File: src/rtl/lcdmux_pkg.sv
package lcdmux_pkg;
  typedef logic [1:0] lvl_t;

  // top rung of the ladder for a bias code
  function automatic lvl_t top_of(input logic [1:0] bias);
    case (bias)
      2'd0:    top_of = 2'd1;
      2'd1:    top_of = 2'd2;
      default: top_of = 2'd3;
    endcase
  endfunction

  function automatic lvl_t bp_base(input logic [1:0] bias, input logic sel);
    if (sel)              bp_base = top_of(bias);
    else if (bias == 2'd0) bp_base = 2'd0;
    else                  bp_base = 2'd1;
  endfunction

  function automatic lvl_t fp_base(input logic [1:0] bias, input logic on);
    if (on)               fp_base = 2'd0;
    else if (bias[1])     fp_base = 2'd2;
    else                  fp_base = 2'd1;
  endfunction

  function automatic lvl_t mirror(input logic [1:0] bias, input lvl_t l, input logic inv);
    mirror = inv ? lvl_t'(top_of(bias) - l) : l;
  endfunction
endpackage

File: src/rtl/lcdmux_phase_timer.sv
module lcdmux_phase_timer #(
  parameter int PRESC_W = 16,
  parameter int BP_W    = 2
) (
  input  logic               clk,
  input  logic               rst_n,
  input  logic               enable,
  input  logic [PRESC_W-1:0] prescale,
  input  logic [BP_W-1:0]    duty_sel,
  output logic [BP_W-1:0]    bp_idx,
  output logic               half_inv,
  output logic               tick
);
  logic [PRESC_W-1:0] cnt_q;
  logic               last_bp;

  assign tick    = enable && (cnt_q == prescale);
  assign last_bp = (bp_idx >= duty_sel);

  always_ff @(posedge clk or negedge rst_n) begin
    if (!rst_n) begin
      cnt_q    <= '0;
      bp_idx   <= '0;
      half_inv <= 1'b0;
    end else if (!enable) begin
      cnt_q    <= '0;
      bp_idx   <= '0;
      half_inv <= 1'b0;
    end else if (tick) begin
      cnt_q <= '0;
      if (last_bp) begin
        bp_idx   <= '0;
        half_inv <= ~half_inv;
      end else begin
        bp_idx <= bp_idx + 1'b1;
      end
    end else begin
      cnt_q <= cnt_q + 1'b1;
    end
  end
endmodule

File: src/rtl/lcdmux_seg_store.sv
module lcdmux_seg_store #(
  parameter int NUM_FP = 40,
  parameter int NUM_BP = 4,
  parameter int ADDR_W = 6
) (
  input  logic                     clk,
  input  logic                     rst_n,
  input  logic                     wr_en,
  input  logic [ADDR_W-1:0]        wr_addr,
  input  logic [NUM_BP-1:0]        wr_data,
  input  logic [ADDR_W-1:0]        rd_addr,
  output logic [NUM_BP-1:0]        rd_data,
  input  logic                     load,
  output logic [NUM_FP*NUM_BP-1:0] shown_flat
);
  localparam logic [ADDR_W:0] LIMIT = (ADDR_W+1)'(NUM_FP);

  logic [NUM_BP-1:0] host_q  [NUM_FP];
  logic [NUM_BP-1:0] shown_q [NUM_FP];
  logic wr_ok, rd_ok;

  assign wr_ok = wr_en && ({1'b0, wr_addr} < LIMIT);
  assign rd_ok = ({1'b0, rd_addr} < LIMIT);
  assign rd_data = rd_ok ? host_q[rd_addr] : '0;

  always_ff @(posedge clk or negedge rst_n) begin
    if (!rst_n) begin
      for (int k = 0; k < NUM_FP; k++) host_q[k] <= '0;
    end else if (wr_ok) begin
      host_q[wr_addr] <= wr_data;
    end
  end

  // display copy refreshed only at phase boundaries or while idle
  always_ff @(posedge clk or negedge rst_n) begin
    if (!rst_n) begin
      for (int k = 0; k < NUM_FP; k++) shown_q[k] <= '0;
    end else if (load) begin
      for (int k = 0; k < NUM_FP; k++) shown_q[k] <= host_q[k];
    end
  end

  for (genvar g = 0; g < NUM_FP; g++) begin : g_flat
    assign shown_flat[g*NUM_BP +: NUM_BP] = shown_q[g];
  end
endmodule

File: src/rtl/lcdmux_level_map.sv
module lcdmux_level_map
  import lcdmux_pkg::*;
#(
  parameter int NUM_FP = 40,
  parameter int NUM_BP = 4,
  parameter int BP_W   = 2
) (
  input  logic                     enable,
  input  logic [1:0]               bias_sel,
  input  logic [BP_W-1:0]          duty_sel,
  input  logic [BP_W-1:0]          bp_idx,
  input  logic                     half_inv,
  input  logic [NUM_FP-1:0]        fp_enable,
  input  logic [NUM_FP*NUM_BP-1:0] shown_flat,
  output logic [NUM_BP*2-1:0]      bp_level,
  output logic [NUM_FP*2-1:0]      fp_level
);
  logic phase_live;
  assign phase_live = (bp_idx <= duty_sel);

  for (genvar i = 0; i < NUM_BP; i++) begin : g_bp
    localparam logic [BP_W-1:0] IDX = BP_W'(i);
    logic active, sel;
    assign active = (IDX <= duty_sel);
    assign sel    = (bp_idx == IDX);
    assign bp_level[2*i +: 2] = (enable && active)
                              ? mirror(bias_sel, bp_base(bias_sel, sel), half_inv)
                              : 2'd0;
  end

  for (genvar j = 0; j < NUM_FP; j++) begin : g_fp
    logic [NUM_BP-1:0] row;
    logic on;
    assign row = shown_flat[j*NUM_BP +: NUM_BP];
    assign on  = fp_enable[j] && phase_live && row[bp_idx];
    assign fp_level[2*j +: 2] = enable
                              ? mirror(bias_sel, fp_base(bias_sel, on), half_inv)
                              : 2'd0;
  end
endmodule

File: src/rtl/lcdmux_drive.sv
module lcdmux_drive #(
  parameter int NUM_FP  = 40,
  parameter int NUM_BP  = 4,
  parameter int PRESC_W = 16,
  parameter int ADDR_W  = $clog2(NUM_FP),
  parameter int BP_W    = $clog2(NUM_BP)
) (
  input  logic                clk,
  input  logic                rst_n,
  input  logic                enable,
  input  logic [BP_W-1:0]     duty_sel,
  input  logic [1:0]          bias_sel,
  input  logic [PRESC_W-1:0]  prescale,
  input  logic [NUM_FP-1:0]   fp_enable,
  input  logic                wr_valid,
  output logic                wr_ready,
  input  logic [ADDR_W-1:0]   wr_addr,
  input  logic [NUM_BP-1:0]   wr_data,
  input  logic [ADDR_W-1:0]   rd_addr,
  output logic [NUM_BP-1:0]   rd_data,
  output logic [NUM_BP*2-1:0] bp_level,
  output logic [NUM_FP*2-1:0] fp_level
);
  logic [BP_W-1:0]          bp_idx;
  logic                     half_inv;
  logic                     tick;
  logic [NUM_FP*NUM_BP-1:0] shown_flat;

  assign wr_ready = 1'b1;

  lcdmux_phase_timer #(.PRESC_W(PRESC_W), .BP_W(BP_W)) u_timer (
    .clk, .rst_n, .enable, .prescale, .duty_sel,
    .bp_idx, .half_inv, .tick
  );

  lcdmux_seg_store #(.NUM_FP(NUM_FP), .NUM_BP(NUM_BP), .ADDR_W(ADDR_W)) u_store (
    .clk, .rst_n,
    .wr_en (wr_valid),
    .wr_addr, .wr_data, .rd_addr, .rd_data,
    .load  (tick | ~enable),
    .shown_flat
  );

  lcdmux_level_map #(.NUM_FP(NUM_FP), .NUM_BP(NUM_BP), .BP_W(BP_W)) u_map (
    .enable, .bias_sel, .duty_sel, .bp_idx, .half_inv,
    .fp_enable, .shown_flat, .bp_level, .fp_level
  );
endmodule

File: config.mk
export PLATFORM = sky130hd
export DESIGN_NAME = lcdmux_drive
export DESIGN_NICKNAME = d
export VERILOG_FILES = /design/src/rtl/lcdmux_pkg.sv /design/src/rtl/lcdmux_phase_timer.sv /design/src/rtl/lcdmux_seg_store.sv /design/src/rtl/lcdmux_level_map.sv /design/src/rtl/lcdmux_drive.sv
export SDC_FILE = /design/constraint.sdc
export NUM_CORES = 1
export LEC_CHECK = 0
export BUFFER_PORTS_ARGS = -buffer_cell sky130_fd_sc_hd__buf_2
export CAP_MARGIN = 20
export CORE_UTILIZATION = 50
export DETAILED_ROUTE_END_ITERATION = 16
export PLACE_DENSITY = 0.72
export SLEW_MARGIN = 20
export SYNTH_ARGS = -nofsm -noshare
export SYNTH_HDL_FRONTEND = slang
export SYNTH_SLANG_ARGS = --single-unit
File: constraint.sdc
create_clock -name clk -period 6 [get_ports clk]
set_input_delay 0.3 -clock clk [delete_from_list [all_inputs] [get_ports clk]]
set_output_delay 0.3 -clock clk [all_outputs]
set_load 0.05 [all_outputs]
==> summary.txt, run 1 <==
========================================================================================================
Top routing layer used                                                                              met5
Placed cell area                                                                             0.02025 mm2
Destination of the worst register-to-register timing path                                   u_store.shown_flat[12]$_DFFE_PN0P_
Routed len/inst                                                                                 22.38 um
Number of enable flip-flop cells after synthesis                                                       0
Routed length on met2                                                                           23.24 mm
Share of cells above drive strength 1                                                             0.2738
Number of distinct library cell variants in the gate-level netlist after synthesis                    54
Number of standard-cell rows in the floorplan                                                         71
H-tree levels                                                                                          2
Crit path capture type                                                                       output port
Share of flip-flops with an asynchronous set or reset after synthesis                              1.000
Worst-path cell chain                                                                       inv_1 -> ha_1 -> nand2_1 -> o21ai_2 -> buf_4 -> and3_1 -> nor2_1 -> ha_1 -> xnor2_1 -> o22ai_1 -> o21a_1 -> buf_2
Number of buffers created by CTS                                                                      34
Arrival @ worst endpoint                                                                         4.06 ns
Cell types with the largest area share after synthesis                                      sky130_fd_sc_hd__dfrtp_1 (44%), sky130_fd_sc_hd__mux2_1 (9.4%), sky130_fd_sc_hd__mux2_2 (9.4%), sky130_fd_sc_hd__mux4_2 (7.5%), sky130_fd_sc_hd__ha_1 (3.3%)
Number of post-CTS setup repair buffers                                                                0
Area grow syn2layout                                                                              11.57%
Worst Hold Class                                                                               in -> reg
Reg-to-reg setup timing slack                                                                    3.07 ns
Clock latency on the worst-skew pair                                                             0.51 ns
Kind of launch point of the worst setup path                                                        flop
Worst rel slew slack                                                                              0.3128
Die Span X                                                                                      197.9 um
Remaining number of nets flagged by the antenna check after routing                                    0
Post-synthesis sequential area ratio                                                              0.4421
Shortest period the worst path allows                                                           4.364 ns
Largest net degree at the start of global routing                                                    137
Number of max-slew violations in the final report                                                      0
Critical path data required time                                                                 5.70 ns
Starting Density                                                                                  0.5082
Footprint of the flip-flops and latches                                                     0.008487 mm2
Peak supply drop                                                                                144.5 uV
Vias per inst                                                                                      6.075
Run status                                                                                     completed
Yosys reg bits                                                                                       339
Nets                                                                                                1856
Most used cell along the critical path                                                      sky130_fd_sc_hd__ha_1
Detailed-routing iteration count for the pre-antenna-repair pass                                       5
Ratio of final minimum period to clock period                                                     0.7274
Worst slack on hold paths                                                                      0.3920 ns
Weighted congestion reported at the end of routability-driven placement                           0.8435
Unrepaired setup endpoints after global routing                                                    false
Cell leakage power                                                                              9.954 nW
Filler Cell Count                                                                                   3043
Total negative slack                                                                                0 ns
Number of antenna violations at the first check in global routing                                     12
Routed via count                                                                                   13748
Drt initial violations                                                                               929
Startpoint-to-endpoint class of the critical path                                             reg -> out
GR Util All Layers                                                                                0.2645
Transition at the pin with the smallest max-transition slack                                    1.031 ns
Largest incremental delay on the critical path                                                   0.84 ns
Startpoint of the most critical register-to-register path                                   u_timer.cnt_q[6]$_DFF_PN0_
TritonCTS clock tree                                                                               built
Syn Inst Count                                                                                      1608
Number of maximum-capacitance violations                                                               0
Commonest cells in the netlist                                                              sky130_fd_sc_hd__dfrtp_1 (339), sky130_fd_sc_hd__mux2_1 (161), sky130_fd_sc_hd__mux2_2 (161), sky130_fd_sc_hd__nor2_1 (145), sky130_fd_sc_hd__clkbuf_1 (69)
Post-detail-place hpwl                                                                          34.13 mm
Post-cts sizing count                                                                                  0
Core Area                                                                                    0.03776 mm2
DR WL met3                                                                                      3.939 mm
CP bufs+invs                                                                                           3
Maximum operating frequency                                                                    229.1 MHz
Number of warnings issued by yosys                                                                     0
Die span in y                                                                                   197.9 um
Post-Layout Inst Area                                                                        0.02141 mm2
Top FF cell, synth                                                                          sky130_fd_sc_hd__dfrtp_1
Top-level port count                                                                                 173
Worst Hold Path Cells                                                                                  4
Proportion of netlist area held by the largest area contributor                                   0.4421
First-pass GRT wire length                                                                      80.53 mm
Cell depth of the worst flop-to-flop path                                                              6
Slowest cell on the critical path                                                           sky130_fd_sc_hd__dfrtp_2
Endpoints failing setup                                                                                0
Library cell with the largest summed area after synthesis                                   sky130_fd_sc_hd__dfrtp_1
Area of combinational cells with multiple inputs                                             0.01007 mm2
Average size of a mapped cell                                                                  11.93 um2
Final wirelength                                                                                50.64 mm
Vias in the first global route                                                                     14002
Post-synth design cell area                                                                  0.01919 mm2
Post-CTS clock slew at the launch and capture registers of the worst setup and hold paths        0.06 ns
Number of port buffers                                                                               171
Clock root buffer                                                                           sky130_fd_sc_hd__clkbuf_16
Source of the worst hold timing path                                                          wr_addr[3]
Die outline area                                                                             0.03916 mm2
Total count of hold-check failures in the final report                                                 0
Remaining DRCs                                                                                         0
Hold worst-path end                                                                         u_store.host_q[29]$_DFFE_PN0P_
Post-route met1 wirelength                                                                      22.26 mm
Clock Sink Count                                                                                     339
Final core utilization                                                                            0.5671
Synthesized Nets                                                                                    1739
Cell with the most instances after synthesis                                                sky130_fd_sc_hd__dfrtp_1
Worst-case clock buffer depth                                                                          3
Setup clock skew after layout                                                                 0.01984 ns
Pwr dens                                                                                    280.6 mW/mm2
Remaining Overflow, GRT                                                                                0
Highest fanout seen on the critical path                                                              34
Worst path top cell family by delay                                                         buffers and inverters
========================================================================================================
==> final cells by class <==
| type | count | share of cell area |
|---|---|---|
| multi-input cells | 1147 | 0.4702 |
| flip-flops and latches | 339 | 0.3964 |
| repair buffers | 194 | 0.04956 |
| clock buffers | 48 | 0.04553 |
| well taps | 511 | 0.02986 |
| clock inverters | 9 | 0.006136 |
| inverters | 9 | 0.001578 |
| diodes | 6 | 0.0007013 |
==> state kept, by name, indices dropped and copies added, names as in the netlist <==
name and count:
u_store.host_q 160, u_timer.half_inv 1, u_timer.bp_idx 2, u_store.shown_flat 160, u_timer.cnt_q 16
==> tightest hold or removal path, delay by kind of cell <==
family                 cells  cell delay (ns)
and+or+nand+nor            2             0.26
buffers and inverters      1             0.14
muxes                      1             0.17
==> worst max path at each step <==
stage                                        startpoint           end  slack, ns  depth (start not counted)
final                     u_timer.bp_idx[0]$_DFFE_PN0P_  fp_level[43]       1.64                         12
after global routing      u_timer.bp_idx[0]$_DFFE_PN0P_   fp_level[9]       1.37                         12
after CTS                 u_timer.bp_idx[0]$_DFFE_PN0P_   fp_level[9]       1.60                          9
after detailed placement  u_timer.bp_idx[0]$_DFFE_PN0P_  fp_level[43]       2.16                         12
after global placement    u_timer.bp_idx[0]$_DFFE_PN0P_   fp_level[9]       2.21                          9
after floorplan                             bias_sel[0]   bp_level[2]       1.62                          4
==> placed cells by master (no fill, tap or decap), drive strengths merged, types with 10 or more instances in the layout <==
master / n
xnor2: 41
o21ai: 34
a21oi: 27
o22ai: 33
and3: 34
o31a: 32
mux4: 64
nor3b: 37
mux2: 322
clkbuf: 48
xor2: 23
nand2b: 39
inv: 11
a31oi: 19
buf: 193
nand2: 55
or3: 12
nand4: 10
dfrtp: 339
nand3: 36
o21a: 30
mux2i: 35
nor2: 145
ha: 51
nor3: 11
==> metrics by stage <==
step / instances / power (mW) / setup slack (ns)
after floorplan: 1608 / 3.553 / 1.617
after global routing: 2257 / 6.244 / 1.374
after global placement: 2198 / 3.846 / 2.215
final: 2263 / 6.007 / 1.636
after detailed placement: 2198 / 3.901 / 2.163
after CTS: 2256 / 6.025 / 1.601
==> logic make-up after synthesis <==
group	synth area share
AOI/OAI and AO/OA	0.07284
xor gates and xnor gates	0.02921
adders and majority gates	0.03325
buffers and inverters	0.03456
DFF	0.4421
muxes	0.2823
other	0.0001954
and+or+nand+nor	0.1055
==> what timing repair did <==
| item | 4_1_cts | 5_1_grt |
|---|---|---|
| setup endpoints to repair | 0 | 0 |
| hold buffers | 1 | 0 |
| endpoints found under the hold margin | 101 | 0 |
==> power by group <==
group,switching [mW],leakage [nW],total (mW),internal [mW]
clock network,0.868,0.544,2.13,1.26
logic,0.586,4.90,1.06,0.479
registers,0.213,4.51,2.81,2.60
total,1.67,9.95,6.01,4.34
==> per-layer routing <==
layer,track usage,up-vias
li1,-,6115
met1,0.3667,7052
met2,0.4181,480
met3,0.06183,93
met4,0.06833,8
met5,0,-
Note: power is estimated with default switching activity, not from simulation.
==> inputs of run 2 (changes only) <==
==> constraint.sdc (replaced) <==
create_clock -name clk -period 4.3 [get_ports clk]
set_input_delay 0.215 -clock clk [delete_from_list [all_inputs] [get_ports clk]]
set_output_delay 0.215 -clock clk [all_outputs]
set_load 0.05 [all_outputs]
==> summary.txt, run 2 (synthesized netlist as in run 1, its figures left out) <==
========================================================================================================
Number of standard-cell rows in the floorplan                                                         71
Post-Layout Inst Area                                                                        0.02144 mm2
Startpoint of the most critical register-to-register path                                   u_timer.cnt_q[10]$_DFF_PN0_
Final wirelength                                                                                49.81 mm
Die outline area                                                                             0.03916 mm2
Number of max-slew violations in the final report                                                      0
Clock Sink Count                                                                                     339
Worst Hold Path Cells                                                                                  4
Maximum operating frequency                                                                    251.9 MHz
Slowest cell on the critical path                                                           sky130_fd_sc_hd__mux4_2
First-pass GRT wire length                                                                      77.98 mm
Number of maximum-capacitance violations                                                               0
Number of buffers created by CTS                                                                      31
Source of the worst hold timing path                                                          wr_addr[0]
Routed len/inst                                                                                 21.95 um
Startpoint-to-endpoint class of the critical path                                             reg -> out
Cell leakage power                                                                              9.978 nW
Worst-path cell chain                                                                       buf_4 -> buf_4 -> mux4_2 -> and3_1 -> nor2_1 -> ha_1 -> nand2b_1 -> o31a_1 -> nor2_1 -> buf_2
Worst slack on hold paths                                                                      0.2440 ns
Number of antenna violations at the first check in global routing                                      9
Most frequent standard cell in the layout excluding fill and tap cells                      sky130_fd_sc_hd__dfrtp_1
Vias per inst                                                                                      6.089
Worst rel slew slack                                                                              0.3252
Unrepaired setup endpoints after global routing                                                    false
Cell depth of the worst flop-to-flop path                                                              6
Weighted congestion reported at the end of routability-driven placement                           0.8533
Transition at the pin with the smallest max-transition slack                                    1.011 ns
Detailed-routing iteration count for the pre-antenna-repair pass                                       5
Largest net degree at the start of global routing                                                    115
Routed via count                                                                                   13817
Vias in the first global route                                                                     13744
Starting Density                                                                                  0.5082
Destination of the worst register-to-register timing path                                   u_store.shown_flat[118]$_DFFE_PN0P_
Power after layout                                                                              8.215 mW
Top-level port count                                                                                 173
Ratio of final minimum period to clock period                                                     0.9233
Remaining Overflow, GRT                                                                                0
Core Area                                                                                    0.03776 mm2
Post-detail-place hpwl                                                                          33.87 mm
TritonCTS clock tree                                                                               built
Total negative slack                                                                                0 ns
Worst-case clock buffer depth                                                                          3
Post-CTS clock slew at the launch and capture registers of the worst setup and hold paths        0.07 ns
Critical path data required time                                                                 4.09 ns
Remaining DRCs                                                                                         0
Reg-to-reg setup timing slack                                                                    1.38 ns
H-tree levels                                                                                          1
Shortest period the worst path allows                                                           3.970 ns
Total count of hold-check failures in the final report                                                 0
Drt initial violations                                                                              1129
Endpoints failing setup                                                                                0
Number of post-CTS setup repair buffers                                                                0
Worst Hold Class                                                                               in -> reg
Nets                                                                                                1859
Fin worst setup slack                                                                          0.3296 ns
Share of cells above drive strength 1                                                             0.2785
Highest fanout seen on the critical path                                                              27
Die Span X                                                                                      197.9 um
Arrival @ worst endpoint                                                                         3.76 ns
Area grow syn2layout                                                                              11.74%
Pwr dens                                                                                    383.1 mW/mm2
Run status                                                                                     completed
Largest incremental delay on the critical path                                                   0.55 ns
Clock root buffer                                                                           sky130_fd_sc_hd__clkbuf_16
Setup clock skew after layout                                                                 0.01602 ns
GR Util All Layers                                                                                0.2554
Post-placement worst setup slack                                                               0.7755 ns
Number of port buffers                                                                               171
Clock latency on the worst-skew pair                                                             0.56 ns
Placed cell area                                                                             0.02035 mm2
Remaining number of nets flagged by the antenna check after routing                                    0
Most frequent cells in the layout                                                           sky130_fd_sc_hd__dfrtp_1 (336), sky130_fd_sc_hd__buf_2 (170), sky130_fd_sc_hd__mux2_1 (161), sky130_fd_sc_hd__mux2_2 (161), sky130_fd_sc_hd__nor2_1 (145)
Die span in y                                                                                   197.9 um
Peak supply drop                                                                                295.7 uV
Hold worst-path end                                                                         u_store.host_q[28]$_DFFE_PN0P_
Crit path capture type                                                                       output port
Kind of launch point of the worst setup path                                                        flop
========================================================================================================
## run 2: cell count changes in the layout (fill, tap and decap cells not counted), moves of 2 or more
cell and change:
sky130_fd_sc_hd__clkbuf_16 -4, sky130_fd_sc_hd__clkbuf_8 +3, sky130_fd_sc_hd__buf_12 +4, sky130_fd_sc_hd__clkinv_2 +7, sky130_fd_sc_hd__inv_6 -2, sky130_fd_sc_hd__buf_4 +2, sky130_fd_sc_hd__clkbuf_1 -4
## run 2: critical path, delay by kind of cell (launching register included)
kind	cells	cell delay, ns
AO/OA/AOI/OAI	1	0.13
adder cells (fa/ha/maj)	1	0.23
buffers and inverters	3	1.26
flip-flops	1	0.36
multiplexers	1	0.55
AND/OR/NAND/NOR	4	0.62
## run 2: layer usage
metal / GRT usage / vias to the layer above / part of all wire
li1: - / 6156 / -
met1: 0.3622 / 7097 / 0.45
met2: 0.3985 / 493 / 0.46
met3: 0.05382 / 67 / 0.076
met4: 0.06747 / 4 / 0.020
met5: 0 / - / 0.00062
## run 2: metrics by stage
| step | util | std cells |
|---|---|---|
| 2_1_floorplan | - | 1608 |
| 3_3_place_gp | 0.5390 | 2204 |
| 3_5_place_dp | 0.5390 | 2204 |
| 4_1_cts | 0.5673 | 2263 |
| 5_1_grt | 0.5675 | 2263 |
| 6_report | 0.5679 | 2269 |
## run 2: worst max path at each step
stage,to,slack [ns],cells past startpoint,from
detailed placement,fp_level[19],0.78,11,duty_sel[1]
floorplan,bp_level[2],0.09,4,bias_sel[0]
CTS,fp_level[19],0.21,9,u_timer.bp_idx[1]$_DFFE_PN0P_
global placement,fp_level[19],0.86,11,duty_sel[1]
global route,fp_level[54],0.07,10,u_timer.bp_idx[0]$_DFFE_PN0P_
finish,fp_level[54],0.33,10,u_timer.bp_idx[0]$_DFFE_PN0P_
## run 2: where the power goes
group / internal, mW / switching (mW) / leakage (nW)
Sequential: 3.63 / 0.302 / 4.51
Clock: 1.64 / 1.17 / 0.526
Combinational: 0.674 / 0.810 / 4.94
## run 2: what timing repair did
action,4_1_cts,5_1_grt
setup endpoints to repair,0,0
endpoints found under the hold margin,111,0
resized for setup,0,0
hold buffers,2,0
## run 2: layout make-up
| class | instances | area, um2 |
|---|---|---|
| clock buffers | 43 | 900.9 |
| clock inverters | 14 | 147.6 |
| well taps | 511 | 639.4 |
| diodes | 6 | 15.01 |
| flip-flops and latches | 339 | 8487 |
| multi-input cells | 1147 | 10080 |
| repair buffers | 200 | 1139 |
| inverters | 9 | 33.78 |
| fillers | 3105 | 16310 |
==> inputs of run 3 (changes only) <==
--- a/config.mk
+++ b/config.mk
@@ -5,6 +5,7 @@
 export SDC_FILE = /design/constraint.sdc
 export NUM_CORES = 1
 export LEC_CHECK = 0
+export ABC_AREA = 1
 export BUFFER_PORTS_ARGS = -buffer_cell sky130_fd_sc_hd__buf_2
 export CAP_MARGIN = 20
 export CORE_UTILIZATION = 50
==> summary.txt, run 3 <==
========================================================================================================
Number of antenna violations at the first check in global routing                                      3
Clock root buffer                                                                           sky130_fd_sc_hd__clkbuf_16
Worst Hold Class                                                                               in -> reg
Number of enable flip-flop cells after synthesis                                                       0
Reg-to-reg setup timing slack                                                                    1.53 ns
Total count of hold-check failures in the final report                                                 0
Unrepaired setup endpoints after global routing                                                    false
Number of post-CTS setup repair buffers                                                                0
Most frequent standard cell in the layout excluding fill and tap cells                      sky130_fd_sc_hd__nand2_1
Number of port buffers                                                                               171
Number of warnings issued by yosys                                                                     0
Clock latency on the worst-skew pair                                                             0.52 ns
First-pass GRT wire length                                                                      87.70 mm
Remaining number of nets flagged by the antenna check after routing                                    0
Post-route met1 wirelength                                                                      23.71 mm
Ratio of final minimum period to clock period                                                     0.9164
Cell types with the largest area share after synthesis                                      sky130_fd_sc_hd__dfrtp_1 (44%), sky130_fd_sc_hd__nand2_1 (20%), sky130_fd_sc_hd__o21ai_0 (7.4%), sky130_fd_sc_hd__nand3_1 (4.7%), sky130_fd_sc_hd__inv_1 (4.3%)
Commonest cells in the netlist                                                              sky130_fd_sc_hd__nand2_1 (1043), sky130_fd_sc_hd__dfrtp_1 (339), sky130_fd_sc_hd__o21ai_0 (284), sky130_fd_sc_hd__inv_1 (217), sky130_fd_sc_hd__nand3_1 (178)
Top routing layer used                                                                              met5
Top FF cell, synth                                                                          sky130_fd_sc_hd__dfrtp_1
Share of flip-flops with an asynchronous set or reset after synthesis                              1.000
Area grow syn2layout                                                                              11.86%
Highest fanout seen on the critical path                                                              48
Cell with the most instances after synthesis                                                sky130_fd_sc_hd__nand2_1
Routed len/inst                                                                                 16.47 um
Hold worst-path end                                                                         u_timer.cnt_q[13]$_DFF_PN0_
Library cell with the largest summed area after synthesis                                   sky130_fd_sc_hd__dfrtp_1
Final wirelength                                                                                54.36 mm
Run status                                                                                     completed
DR WL met3                                                                                      4.912 mm
Die Span X                                                                                      197.6 um
Endpoints failing setup                                                                                0
Nets                                                                                                2896
Number of buffers created by CTS                                                                      35
H-tree levels                                                                                          2
Syn Inst Count                                                                                      2680
Routed via count                                                                                   18060
Kind of launch point of the worst setup path                                                        flop
Die span in y                                                                                   197.6 um
Source of the worst hold timing path                                                              enable
Weighted congestion reported at the end of routability-driven placement                           0.9054
Number of max-slew violations in the final report                                                      0
Detailed-routing iteration count for the pre-antenna-repair pass                                       6
Post-synth design cell area                                                                  0.01913 mm2
Post-synthesis sequential area ratio                                                              0.4435
Placed cell area                                                                             0.02026 mm2
Startpoint-to-endpoint class of the critical path                                             reg -> out
Destination of the worst register-to-register timing path                                   u_store.shown_flat[114]$_DFFE_PN0P_
Worst Hold Path Cells                                                                                  3
Critical path data required time                                                                 4.09 ns
Number of maximum-capacitance violations                                                               0
Drt initial violations                                                                              1566
Worst rel slew slack                                                                              0.3368
Die outline area                                                                             0.03904 mm2
Clock Sink Count                                                                                     339
Post-Layout Inst Area                                                                        0.02139 mm2
TritonCTS clock tree                                                                               built
Core Area                                                                                    0.03767 mm2
Post-detail-place hpwl                                                                          36.16 mm
Cell leakage power                                                                              11.12 nW
Yosys reg bits                                                                                       339
Shortest period the worst path allows                                                           3.941 ns
Transition at the pin with the smallest max-transition slack                                   0.9933 ns
Crit path capture type                                                                       output port
Average size of a mapped cell                                                                  7.137 um2
Pwr dens                                                                                    444.5 mW/mm2
Remaining DRCs                                                                                         0
Vias per inst                                                                                      5.471
Routed length on met2                                                                           24.06 mm
Vias in the first global route                                                                     16922
Proportion of netlist area held by the largest area contributor                                   0.4435
Synthesized Nets                                                                                    2811
Worst-case clock buffer depth                                                                          3
Top-level port count                                                                                 173
Arrival @ worst endpoint                                                                         3.73 ns
Share of cells above drive strength 1                                                             0.1129
Largest net degree at the start of global routing                                                    122
Peak supply drop                                                                                195.9 uV
Post-cts sizing count                                                                                  0
Number of standard-cell rows in the floorplan                                                         71
Setup clock skew after layout                                                                 0.01610 ns
Post-CTS clock slew at the launch and capture registers of the worst setup and hold paths        0.06 ns
Number of distinct library cell variants in the gate-level netlist after synthesis                    31
Starting Density                                                                                  0.5078
Most frequent cells in the layout                                                           sky130_fd_sc_hd__nand2_1 (1042), sky130_fd_sc_hd__dfrtp_1 (337), sky130_fd_sc_hd__o21ai_0 (284)
Maximum operating frequency                                                                    253.8 MHz
Cell depth of the worst flop-to-flop path                                                             10
Power after layout                                                                              9.510 mW
Startpoint of the most critical register-to-register path                                   u_timer.cnt_q[10]$_DFF_PN0_
GR Util All Layers                                                                                0.2822
Total negative slack                                                                                0 ns
Remaining Overflow, GRT                                                                                0
========================================================================================================
[run 3: kinds of logic (layout without fill, tap and decap cells)]
| group | Yosys count | count (layout) | share of synthesized area |
|---|---|---|---|
| adders and majority gates | 51 | 51 | 0.03336 |
| and+or+nand+nor | 1400 | 1400 | 0.2979 |
| buffers and inverters | 379 | 488 | 0.07968 |
| AOI/OAI and AO/OA | 492 | 492 | 0.1371 |
| other | 1 | 2 | 0.0001961 |
| xor gates and xnor gates | 18 | 18 | 0.008243 |
| DFF | 339 | 339 | 0.4435 |
[run 3: area by class of cell]
type | count | area [um2]
timing repair buffer | 206 | 1179
inverter | 221 | 829.5
sequential | 339 | 8488
clock inverter | 5 | 52.55
tap | 511 | 639.4
multi-input combinational | 1962 | 9136
fill | 3582 | 16270
antenna | 1 | 2.502
clock buffer | 56 | 1067
[run 3: where the power goes]
group          switching [mW]  internal (mW)  leakage [nW]  total (mW)
combinational            1.90          0.753          6.03        2.65
clock                    1.22           1.76         0.546        2.98
sequential              0.286           3.60          4.54        3.88
[run 3: critical path, cell delays in order (launching register included)]
cell,delay (ns)
sky130_fd_sc_hd__dfrtp_4,0.73
sky130_fd_sc_hd__inv_1,0.19
sky130_fd_sc_hd__ha_1,0.32
sky130_fd_sc_hd__nand2_1,0.07
sky130_fd_sc_hd__nand2_1,0.06
sky130_fd_sc_hd__buf_4,0.41
sky130_fd_sc_hd__nand3_1,0.23
sky130_fd_sc_hd__nand2_1,0.13
sky130_fd_sc_hd__inv_1,0.05
sky130_fd_sc_hd__ha_1,0.16
sky130_fd_sc_hd__or2_2,0.30
sky130_fd_sc_hd__nand3_1,0.09
sky130_fd_sc_hd__nand2_1,0.07
sky130_fd_sc_hd__nor2_1,0.10
sky130_fd_sc_hd__buf_2,0.26
[run 3: through the flow]
step	hold WS [ns]	utilization	setup slack [ns]	std cells
2_1_floorplan	-0.08059	-	0.6301	2680
3_3_place_gp	0.3857	0.5378	1.059	3237
3_5_place_dp	0.3808	0.5379	0.9306	3238
4_1_cts	0.1167	0.5679	0.3865	3300
5_1_grt	0.1503	0.5679	0.1427	3300
6_report	0.1290	0.5680	0.3593	3301
[run 3: worst max-delay path by stage]
stage / startpoint / end / cells past startpoint
floorplan: bias_sel[1] / bp_level[5] / 7
global placement: u_timer.bp_idx[0]$_DFFE_PN0P_ / fp_level[63] / 14
detailed placement: u_timer.bp_idx[0]$_DFFE_PN0P_ / fp_level[77] / 14
CTS: u_timer.bp_idx[0]$_DFFE_PN0P_ / fp_level[77] / 14
global route: u_timer.bp_idx[0]$_DFFE_PN0P_ / fp_level[65] / 14
finish: u_timer.bp_idx[0]$_DFFE_PN0P_ / fp_level[77] / 14
[run 3: layer usage]
metal  GRT usage  vias up
met3     0.05549      121
met1      0.3871     8474
li1            -     8749
met5           0        -
met2      0.4464      712
met4     0.09561        4
[run 3: repair_timing]
action	CTS	global route
endpoints found under the setup margin	0	0
hold buffers	1	0
hold endpoints to repair	118	0
